**src/rtl/dvs_gov_pkg.sv**
```systemverilog
package dvs_gov_pkg;

  // Sequencer state of one move
  typedef enum logic [1:0] {
    ST_IDLE  = 2'd0,
    ST_FIRST = 2'd1,   // first rail changed, settling
    ST_LAST  = 2'd2    // second rail changed, lockout
  } govStateT;

  // Predictor request waiting for the sequencer
  typedef enum logic [1:0] {
    PEND_NONE = 2'd0,
    PEND_UP   = 2'd1,
    PEND_DN   = 2'd2
  } pendT;

  // Strobes from control to datapath
  typedef struct packed {
    logic loadVolt;   // apply target level to the voltage rail
    logic loadClk;    // apply target level to the clock
    logic commit;     // report target level as settled
  } govStbT;

endpackage

```
**src/rtl/dvs_gov_dp.sv**
```systemverilog
module dvs_gov_dp
  import dvs_gov_pkg::*;
#(
  parameter int NUM_LEVELS   = 8,
  parameter int LVL_W        = 3,
  parameter int VCODE_W      = 4,
  parameter int CCODE_W      = 8,
  parameter int INTERVAL_LEN = 1024,
  parameter int CNT_W        = 11,
  parameter int V_BASE       = 1,
  parameter int V_STEP       = 2,
  parameter int F_MIN        = 59,
  parameter int F_MAX        = 250,
  parameter int RESET_LEVEL  = 0
) (
  input  logic               clk,
  input  logic               rstN,
  input  logic               busyIn,
  input  logic [CNT_W-1:0]   upThresh,
  input  logic [CNT_W-1:0]   downThresh,
  input  govStbT             stb,
  input  logic [LVL_W-1:0]   tgtLvl,
  output logic               evalUp,
  output logic               evalDown,
  output logic [LVL_W-1:0]   levelIdx,
  output logic [VCODE_W-1:0] voltCode,
  output logic [CCODE_W-1:0] clkCode
);

  localparam logic [CNT_W-1:0] LAST_CNT = CNT_W'(INTERVAL_LEN - 1);
  localparam logic [CNT_W-1:0] WIN_LEN  = CNT_W'(INTERVAL_LEN);
  localparam logic [LVL_W-1:0] RST_LVL  = LVL_W'(RESET_LEVEL);
  localparam int               SPAN_F   = F_MAX - F_MIN;

  // ---------------- level tables, computed per entry ----------------
  logic [VCODE_W-1:0] vTab [NUM_LEVELS];
  logic [CCODE_W-1:0] cTab [NUM_LEVELS];

  for (genvar g = 0; g < NUM_LEVELS; g++) begin : gLevelTab
    assign vTab[g] = VCODE_W'(V_BASE + V_STEP * g);
    assign cTab[g] = CCODE_W'(F_MIN + (SPAN_F * g) / (NUM_LEVELS - 1));
  end

  // ---------------- observation window ----------------
  logic [CNT_W-1:0] intCnt;
  logic [CNT_W-1:0] busyCnt;
  logic [CNT_W-1:0] busyTot;
  logic [CNT_W-1:0] idleTot;
  logic             intEnd;
  logic             overUp;

  assign intEnd  = (intCnt == LAST_CNT);
  assign busyTot = busyCnt + CNT_W'(busyIn);
  assign idleTot = WIN_LEN - busyTot;
  assign overUp  = (busyTot > upThresh);
  assign evalUp   = intEnd && overUp;
  assign evalDown = intEnd && !overUp && (idleTot > downThresh);

  always_ff @(posedge clk) begin
    if (!rstN) begin
      intCnt  <= '0;
      busyCnt <= '0;
    end else if (intEnd) begin
      intCnt  <= '0;
      busyCnt <= '0;
    end else begin
      intCnt  <= intCnt + CNT_W'(1);
      busyCnt <= busyTot;
    end
  end

  // ---------------- operating point registers ----------------
  logic [LVL_W-1:0] voltLvl;
  logic [LVL_W-1:0] clkLvl;

  always_ff @(posedge clk) begin
    if (!rstN) begin
      voltLvl  <= RST_LVL;
      clkLvl   <= RST_LVL;
      levelIdx <= RST_LVL;
    end else begin
      if (stb.loadVolt) voltLvl  <= tgtLvl;
      if (stb.loadClk)  clkLvl   <= tgtLvl;
      if (stb.commit)   levelIdx <= tgtLvl;
    end
  end

  assign voltCode = vTab[voltLvl];
  assign clkCode  = cTab[clkLvl];

  // ---------------- checks ----------------

  envelope_chk: assert property (@(posedge clk) disable iff (!rstN)
    voltLvl >= clkLvl);


  one_rail_chk: assert property (@(posedge clk) disable iff (!rstN)
    !$stable(voltLvl) |-> $stable(clkLvl));


  commit_after_rails_chk: assert property (@(posedge clk) disable iff (!rstN)
    !$stable(levelIdx) |-> (levelIdx == voltLvl && levelIdx == clkLvl));


  window_bound_chk: assert property (@(posedge clk) disable iff (!rstN)
    intCnt <= LAST_CNT);

endmodule

```
**src/rtl/dvs_gov_ctrl.sv**
```systemverilog
module dvs_gov_ctrl
  import dvs_gov_pkg::*;
#(
  parameter int NUM_LEVELS    = 8,
  parameter int LVL_W         = 3,
  parameter int SETTLE_CYCLES = 37500
) (
  input  logic             clk,
  input  logic             rstN,
  input  logic             evalUp,
  input  logic             evalDown,
  input  logic             appReqEn,
  input  logic [LVL_W-1:0] appLevel,
  input  logic [LVL_W-1:0] levelIdx,
  output govStbT           stb,
  output logic [LVL_W-1:0] tgtLvl,
  output logic             transBusy
);

  localparam int               SET_W   = $clog2(SETTLE_CYCLES + 1);
  localparam int               LOCK_W  = $clog2(2 * SETTLE_CYCLES + 1);
  localparam logic [SET_W-1:0] SET_LD  = SET_W'(SETTLE_CYCLES - 1);
  localparam logic [LVL_W-1:0] TOP_LVL = LVL_W'(NUM_LEVELS - 1);

  govStateT         state;
  govStateT         stateNext;
  pendT             pend;
  pendT             pendNext;
  logic [SET_W-1:0] settleCnt;
  logic [LVL_W-1:0] tgtReg;
  logic             upReg;

  logic [LVL_W-1:0] appClamp;
  logic [LVL_W-1:0] newTgt;
  logic             launch;
  logic             goUp;
  logic             isIdle;
  logic             settleDone;

  assign isIdle     = (state == ST_IDLE);
  assign settleDone = (settleCnt == '0);
  assign appClamp   = (appLevel > TOP_LVL) ? TOP_LVL : appLevel;

  // Pick the next target: application request first, then predictor
  always_comb begin
    launch = 1'b0;
    newTgt = levelIdx;
    if (appReqEn) begin
      newTgt = appClamp;
      launch = (appClamp != levelIdx);
    end else if (pend == PEND_UP && levelIdx != TOP_LVL) begin
      newTgt = levelIdx + LVL_W'(1);
      launch = 1'b1;
    end else if (pend == PEND_DN && levelIdx != '0) begin
      newTgt = levelIdx - LVL_W'(1);
      launch = 1'b1;
    end
    goUp = (newTgt > levelIdx);
  end

  // Strobes and next state
  always_comb begin
    stb       = '0;
    stateNext = state;
    case (state)
      ST_IDLE: begin
        if (launch) begin
          stb.loadVolt = goUp;
          stb.loadClk  = !goUp;
          stateNext    = ST_FIRST;
        end
      end
      ST_FIRST: begin
        if (settleDone) begin
          stb.loadVolt = !upReg;
          stb.loadClk  = upReg;
          stateNext    = ST_LAST;
        end
      end
      ST_LAST: begin
        if (settleDone) begin
          stb.commit = 1'b1;
          stateNext  = ST_IDLE;
        end
      end
      default: stateNext = ST_IDLE;
    endcase
  end

  assign tgtLvl    = isIdle ? newTgt : tgtReg;
  assign transBusy = !isIdle;

  // Predictor request slot: newest window decision wins, held while busy
  always_comb begin
    if (appReqEn)      pendNext = PEND_NONE;
    else if (evalUp)   pendNext = PEND_UP;
    else if (evalDown) pendNext = PEND_DN;
    else if (isIdle)   pendNext = PEND_NONE;
    else               pendNext = pend;
  end

  always_ff @(posedge clk) begin
    if (!rstN) begin
      state     <= ST_IDLE;
      pend      <= PEND_NONE;
      settleCnt <= '0;
      tgtReg    <= '0;
      upReg     <= 1'b0;
    end else begin
      state <= stateNext;
      pend  <= pendNext;
      if (isIdle && launch) begin
        tgtReg    <= newTgt;
        upReg     <= goUp;
        settleCnt <= SET_LD;
      end else if (!isIdle && settleDone) begin
        settleCnt <= SET_LD;
      end else if (!isIdle) begin
        settleCnt <= settleCnt - SET_W'(1);
      end
    end
  end

  // ---------------- checks ----------------
  logic [LOCK_W-1:0] lockCnt;

  always_ff @(posedge clk) begin
    if (!rstN)       lockCnt <= '0;
    else if (isIdle) lockCnt <= '0;
    else             lockCnt <= lockCnt + LOCK_W'(1);
  end


  lockout_len_chk: assert property (@(posedge clk) disable iff (!rstN)
    (isIdle && $past(state) != ST_IDLE) |-> (lockCnt == LOCK_W'(2 * SETTLE_CYCLES)));


  app_hold_chk: assert property (@(posedge clk) disable iff (!rstN)
    (isIdle && appReqEn && appClamp == levelIdx) |=> isIdle);


  saturate_chk: assert property (@(posedge clk) disable iff (!rstN)
    (isIdle && !appReqEn && pend == PEND_UP && levelIdx == TOP_LVL) |=> isIdle);

endmodule

```
**src/rtl/dvs_governor.sv**
```systemverilog
module dvs_governor
  import dvs_gov_pkg::*;
#(
  parameter int NUM_LEVELS    = 8,
  parameter int VCODE_W       = 4,
  parameter int CCODE_W       = 8,
  parameter int INTERVAL_LEN  = 1024,
  parameter int SETTLE_CYCLES = 37500,
  parameter int V_BASE        = 1,
  parameter int V_STEP        = 2,
  parameter int F_MIN         = 59,
  parameter int F_MAX         = 250,
  parameter int RESET_LEVEL   = 0,
  localparam int LVL_W        = $clog2(NUM_LEVELS),
  localparam int CNT_W        = $clog2(INTERVAL_LEN + 1)
) (
  input  logic               clk,
  input  logic               rstN,
  input  logic               busyIn,
  input  logic [CNT_W-1:0]   upThresh,
  input  logic [CNT_W-1:0]   downThresh,
  input  logic               appReqEn,
  input  logic [LVL_W-1:0]   appLevel,
  output logic [LVL_W-1:0]   levelIdx,
  output logic [VCODE_W-1:0] voltCode,
  output logic [CCODE_W-1:0] clkCode,
  output logic               transBusy
);

  govStbT           stb;
  logic [LVL_W-1:0] tgtLvl;
  logic             evalUp;
  logic             evalDown;

  dvs_gov_ctrl #(
    .NUM_LEVELS   (NUM_LEVELS),
    .LVL_W        (LVL_W),
    .SETTLE_CYCLES(SETTLE_CYCLES)
  ) uCtrl (
    .clk      (clk),
    .rstN     (rstN),
    .evalUp   (evalUp),
    .evalDown (evalDown),
    .appReqEn (appReqEn),
    .appLevel (appLevel),
    .levelIdx (levelIdx),
    .stb      (stb),
    .tgtLvl   (tgtLvl),
    .transBusy(transBusy)
  );

  dvs_gov_dp #(
    .NUM_LEVELS  (NUM_LEVELS),
    .LVL_W       (LVL_W),
    .VCODE_W     (VCODE_W),
    .CCODE_W     (CCODE_W),
    .INTERVAL_LEN(INTERVAL_LEN),
    .CNT_W       (CNT_W),
    .V_BASE      (V_BASE),
    .V_STEP      (V_STEP),
    .F_MIN       (F_MIN),
    .F_MAX       (F_MAX),
    .RESET_LEVEL (RESET_LEVEL)
  ) uDp (
    .clk       (clk),
    .rstN      (rstN),
    .busyIn    (busyIn),
    .upThresh  (upThresh),
    .downThresh(downThresh),
    .stb       (stb),
    .tgtLvl    (tgtLvl),
    .evalUp    (evalUp),
    .evalDown  (evalDown),
    .levelIdx  (levelIdx),
    .voltCode  (voltCode),
    .clkCode   (clkCode)
  );

endmodule

```
**config.mk**
```make
export PLATFORM = sky130hd
export DESIGN_NAME = dvs_governor
export DESIGN_NICKNAME = d
export VERILOG_FILES = /design/src/rtl/dvs_gov_pkg.sv /design/src/rtl/dvs_gov_dp.sv /design/src/rtl/dvs_gov_ctrl.sv /design/src/rtl/dvs_governor.sv
export SDC_FILE = /design/constraint.sdc
export NUM_CORES = 1
export LEC_CHECK = 0
export BUFFER_PORTS_ARGS = -buffer_cell sky130_fd_sc_hd__buf_4
export CAP_MARGIN = 30
export CORE_MARGIN = 2
export CORE_UTILIZATION = 59
export CTS_CLUSTER_DIAMETER = 150
export DETAILED_ROUTE_END_ITERATION = 10
export PLACE_DENSITY = 0.81
export RECOVER_POWER = 50
export SLEW_MARGIN = 10
export SYNTH_ARGS = -nofsm -noshare
export SYNTH_HDL_FRONTEND = slang
export SYNTH_SLANG_ARGS = --single-unit
```
**constraint.sdc**
```tcl
create_clock -name clk -period 4.4 [get_ports clk]
set_input_delay 0.88 -clock clk [delete_from_list [all_inputs] [get_ports clk]]
set_output_delay 0.88 -clock clk [all_outputs]
set_load 0.03 [all_outputs]
```
# [Yosys cells after proc, flatten, opt, wreduce, memory -nomap -nowiden]
# Memories as Yosys holds them, arrays and structs flattened.
# Index checks and enable logic that the tools add are counted.
[classes] n_addsub=6 order_cmp=6 eq_ne=11 muxes=27 bitwise_logic=3 reduce_logical=21
[ops] operator="$mux 16" count=3
[ops] operator="$gt 11x11->1" count=2
[ops] operator="$logic_not 16->1" count=1
[ops] operator="$mux 8" count=2
[ops] operator="$sub 16x1->16 const B" count=1
[ops] operator="$mux 3" count=5
[ops] operator="$mux 2" count=7
[ops] operator="$add 11x1->11" count=1
[ops] operator="$add 11x1->11 const B" count=1
[ops] operator="$eq 11x10->1 const B" count=1
[ops] operator="$sub 11x11->11 const A" count=1
[ops] operator="$ge 4x4->1 const B" count=2
[ops] operator="$mux 4" count=2
[ops] operator="$not 3->4" count=2
[ops] operator="$logic_and 1x1->1" count=7
[ops] operator="$mux 1" count=6
[ops] operator="$ne 2x1->1 const B" count=3
[ops] operator="$ne 3x3->1 const B" count=2
[ops] operator="$pmux 2 s3" count=1
[ops] operator="$reduce_bool 3->1" count=2
[ops] operator="$reduce_or 3->1" count=2
[ops] operator="$eq 2x1->1 const B" count=2
[ops] operator="$eq 2x2->1 const B" count=2
[ops] operator="$logic_not 1->1" count=4
[ops] operator="11 further kinds" count=12
[word_totals] reg_bits=55 rom_bits=96 in_bits=29 out_inout_bits=16 mem_count=2
[mem_list] memory="(no name shown)" words=8 word_bits=8 read_ports=1 rd_clocked_by_memory_dff=0 write_ports=0 line_no="dvs_gov_dp.sv:89" text="assign clkCode = cTab[clkLvl];"
[mem_list] memory="(no name shown)" words=8 word_bits=4 read_ports=1 rd_clocked_by_memory_dff=0 write_ports=0 line_no="dvs_gov_dp.sv:88" text="assign voltCode = vTab[voltLvl];"

# [Depth between registers and ports, before layout]
[logic_depth] depth_word=9 ltp_mapped=15 mapped_depth_nobuf=15

# [Hierarchy]
# From an unflattened synthesis, not the netlist that was laid out.
[unflattened] hier_cells=449 hier_area_um2=3764.9
[modules_own_cells] mod="dvs_gov_dp" n_inst=1 cells_each=260 area_each_um2=2252.2 seq_area_each_um2=620.6
[modules_own_cells] mod="dvs_gov_ctrl" n_inst=1 cells_each=189 area_each_um2=1512.7 seq_area_each_um2=480.5

# [Worst setup path after synthesis]
# OpenSTA, ideal clock, no wires.
[synth_path] path_kind="input-to-reg" startpoint="input port busyIn" endpoint="register uCtrl.pend[0]" setup_time_ns=0.123 arrival_ns=3.872 path_slack_ns=0.406 cell_stages=14 path_buffers=0 cell_sequence="ha_1 > and4_1 > and2_0 > xnor2_1 > nand4_1 > nor4_1 > xnor2_1 > ha_1 > o21a_1 > nor2_1 > or4b_2 > a31oi_1 > nor3_1 > o21bai_1"
[synth_between] elab_chain_cells=7 word_cells_on_any_way=11 cone_classes="add/sub: 2; order compare: 2; mux: 2; reduce/logical: 5"
[synth_rtl] element="start, declared" line_no="dvs_governor.sv:19" text="input logic busyIn,"
[synth_rtl] element="$add 11x1->11 *" line_no="dvs_gov_dp.sv:53" text="assign busyTot = busyCnt + CNT_W'(busyIn);"
[synth_rtl] element="parallel branches: the longest is 6 deep, another holds $sub 11x11->11"
[synth_rtl] element="end signal, assigned" line_no="dvs_gov_ctrl.sv:111" text="pend <= pendNext;"
[synth_rtl] element="end, declared" line_no="dvs_gov_ctrl.sv:27" text="pendT pend;"
# Mark *: on every way between the ends.
# A chain may end at the register's enable or synchronous reset.

# [Worst setup path after layout]
# Ends and elaborated chain as after synthesis.

==> results_dict.tcl <==
set metrics [dict create \
    grt_max_degree 21 \
    criticalPathCategory "input port to flop" \
    clkSinkCount 55 \
    core_area_sq_um 5920 \
    yosysSeqAreaShare_pct 30.3 \
    drive_gt1_share_pct 12.2 \
    synth_cells 441 \
    dieHeight_um 82.5 \
    required_ps 4610 \
    totalWireLength_um 7930 \
    post-route-period-util_pct 91.9 \
    cap_violations 0 \
    end_kind "flop" \
    status "complete, no violations" \
    path_max_fanout 5 \
    cts_resized 0 \
    dieArea_sq_um 6800 \
    cts_tree "built" \
    diodes 0 \
    start_util_pct 61.4 \
    drt_iter0_drc 111 \
    fill_cells 498 \
    async_flop_share_pct 0 \
    power_density_nw_per_um2 296 \
    tightest_slew_ps 750 \
    slew_headroom_pct 50.0 \
    crit_buf_inv 1 \
    setup_viol 0 \
    holdCritPathClass "flop to flop" \
    fin_crit_ps 4040 \
    yosysUniqueCellTypes 62 \
    finalHoldViolations 0 \
    remaining_drc_errors 0 \
    syn-mean-instance-area_sq_um 8.24 \
    final.setup.tns_ps 0 \
    overflow 0 \
    syn_to_final_growth_pct 12.9 \
    clock-root-buffer "clkbuf_8" \
    synth_nets 508 \
    die_x_um 82.5 \
    leakage_nw 1.82 \
    maxSlewViolCount 0 \
    path_delay_family "simple AND/OR/NAND/NOR gates" \
    num_vias 3220 \
    post-cts-setup-buffer-count 0 \
    arrival_ps 4260 \
    wl_per_cell_um 14.0 \
    start_kind "input port" \
    vdd_drop_max_mv 0.255 \
    clock_skew_ps 4.29 \
    antenna_found_initial 0 \
    dr.pass1.iters 4 \
    cpMostUsedCell "ha_1" \
    clock_latency_ps 320 \
    slowest_stage "or4b_2" \
    hpwl_um 6130 \
    vias_per_cell 5.70 \
    gp_congestion 0.860 \
    first_global_vias 3050 \
    layout.nets 556 \
    ant_nets 0 \
    rows 28 \
    cts_buffers 5 \
    synth-edff-count 0 \
    io_pins 45 \
    grt_pass1_wl_um 13400 \
    h-tree-depth 2 \
    synthFlopType "dfxtp_1" \
    clk_pin_slew_ps 110 \
    fmax_mhz 247 \
    io_buffers 43 \
    yosysWarningCount 0 \
    rsz0062_at_grt "false" \
    hold_buffers 0 \
    final_core_util_pct 69.3 \
    clockBufferDepth 2 \
    critPathMaxStageDelay_ps 620 \
    syn_area_sq_um 3630 \
    critical_path.cell_chain "buf_4 -> ha_1 -> ha_1 -> and4_1 -> and4_1 -> xor2_1 -> nor4_1 -> xnor2_1 -> ha_1 -> o21a_1 -> nor2_1 -> or4b_2 -> a31oi_1 -> nor3_1 -> o21bai_1" \
    grtUsageTotal_pct 24.8 \
    synth.ff_latch_count 55 \
]
## report_power, final
group,switching [mW],internal (mW),total (mW)
logic,0.200,0.153,0.352
registers,0.0289,0.526,0.555
clock network,0.188,0.120,0.309
## cells by family (layout without fill, tap and decap cells)
kind of cell	count (synthesis)	in the layout	share of synthesized area (%)
buf+inv	53	102	5.96
compound gates	76	76	14.1
flops	55	55	30.3
other cells	1	1	0.103
fa+ha+maj	38	38	13.1
simple gates	165	165	22.8
mux	14	14	3.89
xor+xnor	39	39	9.78
## per-layer routing
layer,up-vias,global-route usage [%],share of wire (%)
li1,1635,-,-
met3,11,3.59,4.6
met2,78,40.8,46
met5,-,0,0
met1,1496,34.0,48
met4,0,6.56,1.1
## cell usage after synthesis (7+ instances only)
| cell type | n | area [sq um] |
|---|---|---|
| a21oi_1 | 24 | 120 |
| and3_1 | 7 | 43.8 |
| dfxtp_1 | 55 | 1100 |
| ha_1 | 38 | 475 |
| inv_1 | 40 | 150 |
| mux2i_1 | 13 | 130 |
| nand2_1 | 32 | 120 |
| nand3_1 | 15 | 75.1 |
| nor2_1 | 55 | 206 |
| nor3_1 | 11 | 55.1 |
| o21ai_0 | 11 | 55.1 |
| xnor2_1 | 24 | 210 |
| xor2_1 | 14 | 123 |
## layout by cell type, fill, tap and decap left out, types with 6 or more instances in the layout
master | netlist | final
o21ai_0 | 11 | 11
dfxtp_1 | 55 | 55
nor2_1 | 55 | 55
nand4_1 | 6 | 6
xnor2_1 | 24 | 24
a21oi_1 | 24 | 24
and3_1 | 7 | 7
buf_4 | 2 | 39
ha_1 | 38 | 38
xor2_1 | 14 | 14
nor2b_1 | 6 | 6
nand3_1 | 15 | 15
inv_1 | 40 | 40
nand2_1 | 32 | 32
clkbuf_1 | 6 | 13
nor3_1 | 11 | 11
mux2i_1 | 13 | 13
## flip-flops by register name, summed over array words and instances, names as in the netlist
name	count
uCtrl.state	2
uDp.clkLvl	3
uCtrl.tgtReg	3
uDp.busyCnt	11
uDp.intCnt	11
uDp.voltLvl	3
uDp.levelIdx	3
uCtrl.settleCnt	16
uCtrl.pend	2
uCtrl.upReg	1
## path summary, 6_finish.rpt
kind,start,to,slack (ps),cells after the start
setup / recovery,busyIn,uCtrl.pend[0]$_SDFFE_PP0P_,360,15
hold / removal,uDp.intCnt[10]$_SDFF_PP0_,uDp.intCnt[10]$_SDFF_PP0_,470,2
setup reg to reg,uDp.busyCnt[0]$_SDFF_PP0_,uCtrl.pend[0]$_SDFFE_PP0P_,660,14
hold reg to reg,uDp.intCnt[10]$_SDFF_PP0_,uDp.intCnt[10]$_SDFF_PP0_,470,2
## layout make-up
cell class | count | area, sq um | area share, %
timing repair buffer | 52 | 342 | 8.32
sequential | 55 | 1100 | 26.8
inverter | 42 | 158 | 3.84
tap | 75 | 93.8 | 2.29
multi-input combinational | 333 | 2310 | 56.2
clock inverter | 3 | 33.8 | 0.823
clock buffer | 5 | 68.8 | 1.68
## worst register-to-register path, stage by stage, from the launching register on
cell and delay, ps:
dfxtp_1 340, ha_1 210, ha_1 270, and4_1 280
and4_1 270, xor2_1 360, nor4_1 110, xnor2_1 140
ha_1 330, o21a_1 130, nor2_1 30, or4b_2 620
a31oi_1 300, nor3_1 100, o21bai_1 160
## metrics by stage
stage | total power, mW | instance area (sq um) | std cells | hold WS (ps) | setup WS [ps]
floorplan | 0.821 | 3630 | 441 | 413 | 406
global placement | 0.911 | 4060 | 557 | 442 | 178
detailed placement | 0.926 | 4060 | 557 | 449 | 58.7
CTS | 1.23 | 4160 | 565 | 466 | 395
global route | 1.28 | 4100 | 565 | 486 | 121
finish | 1.22 | 4100 | 565 | 468 | 356
Note: power is estimated with default switching activity, not from simulation.
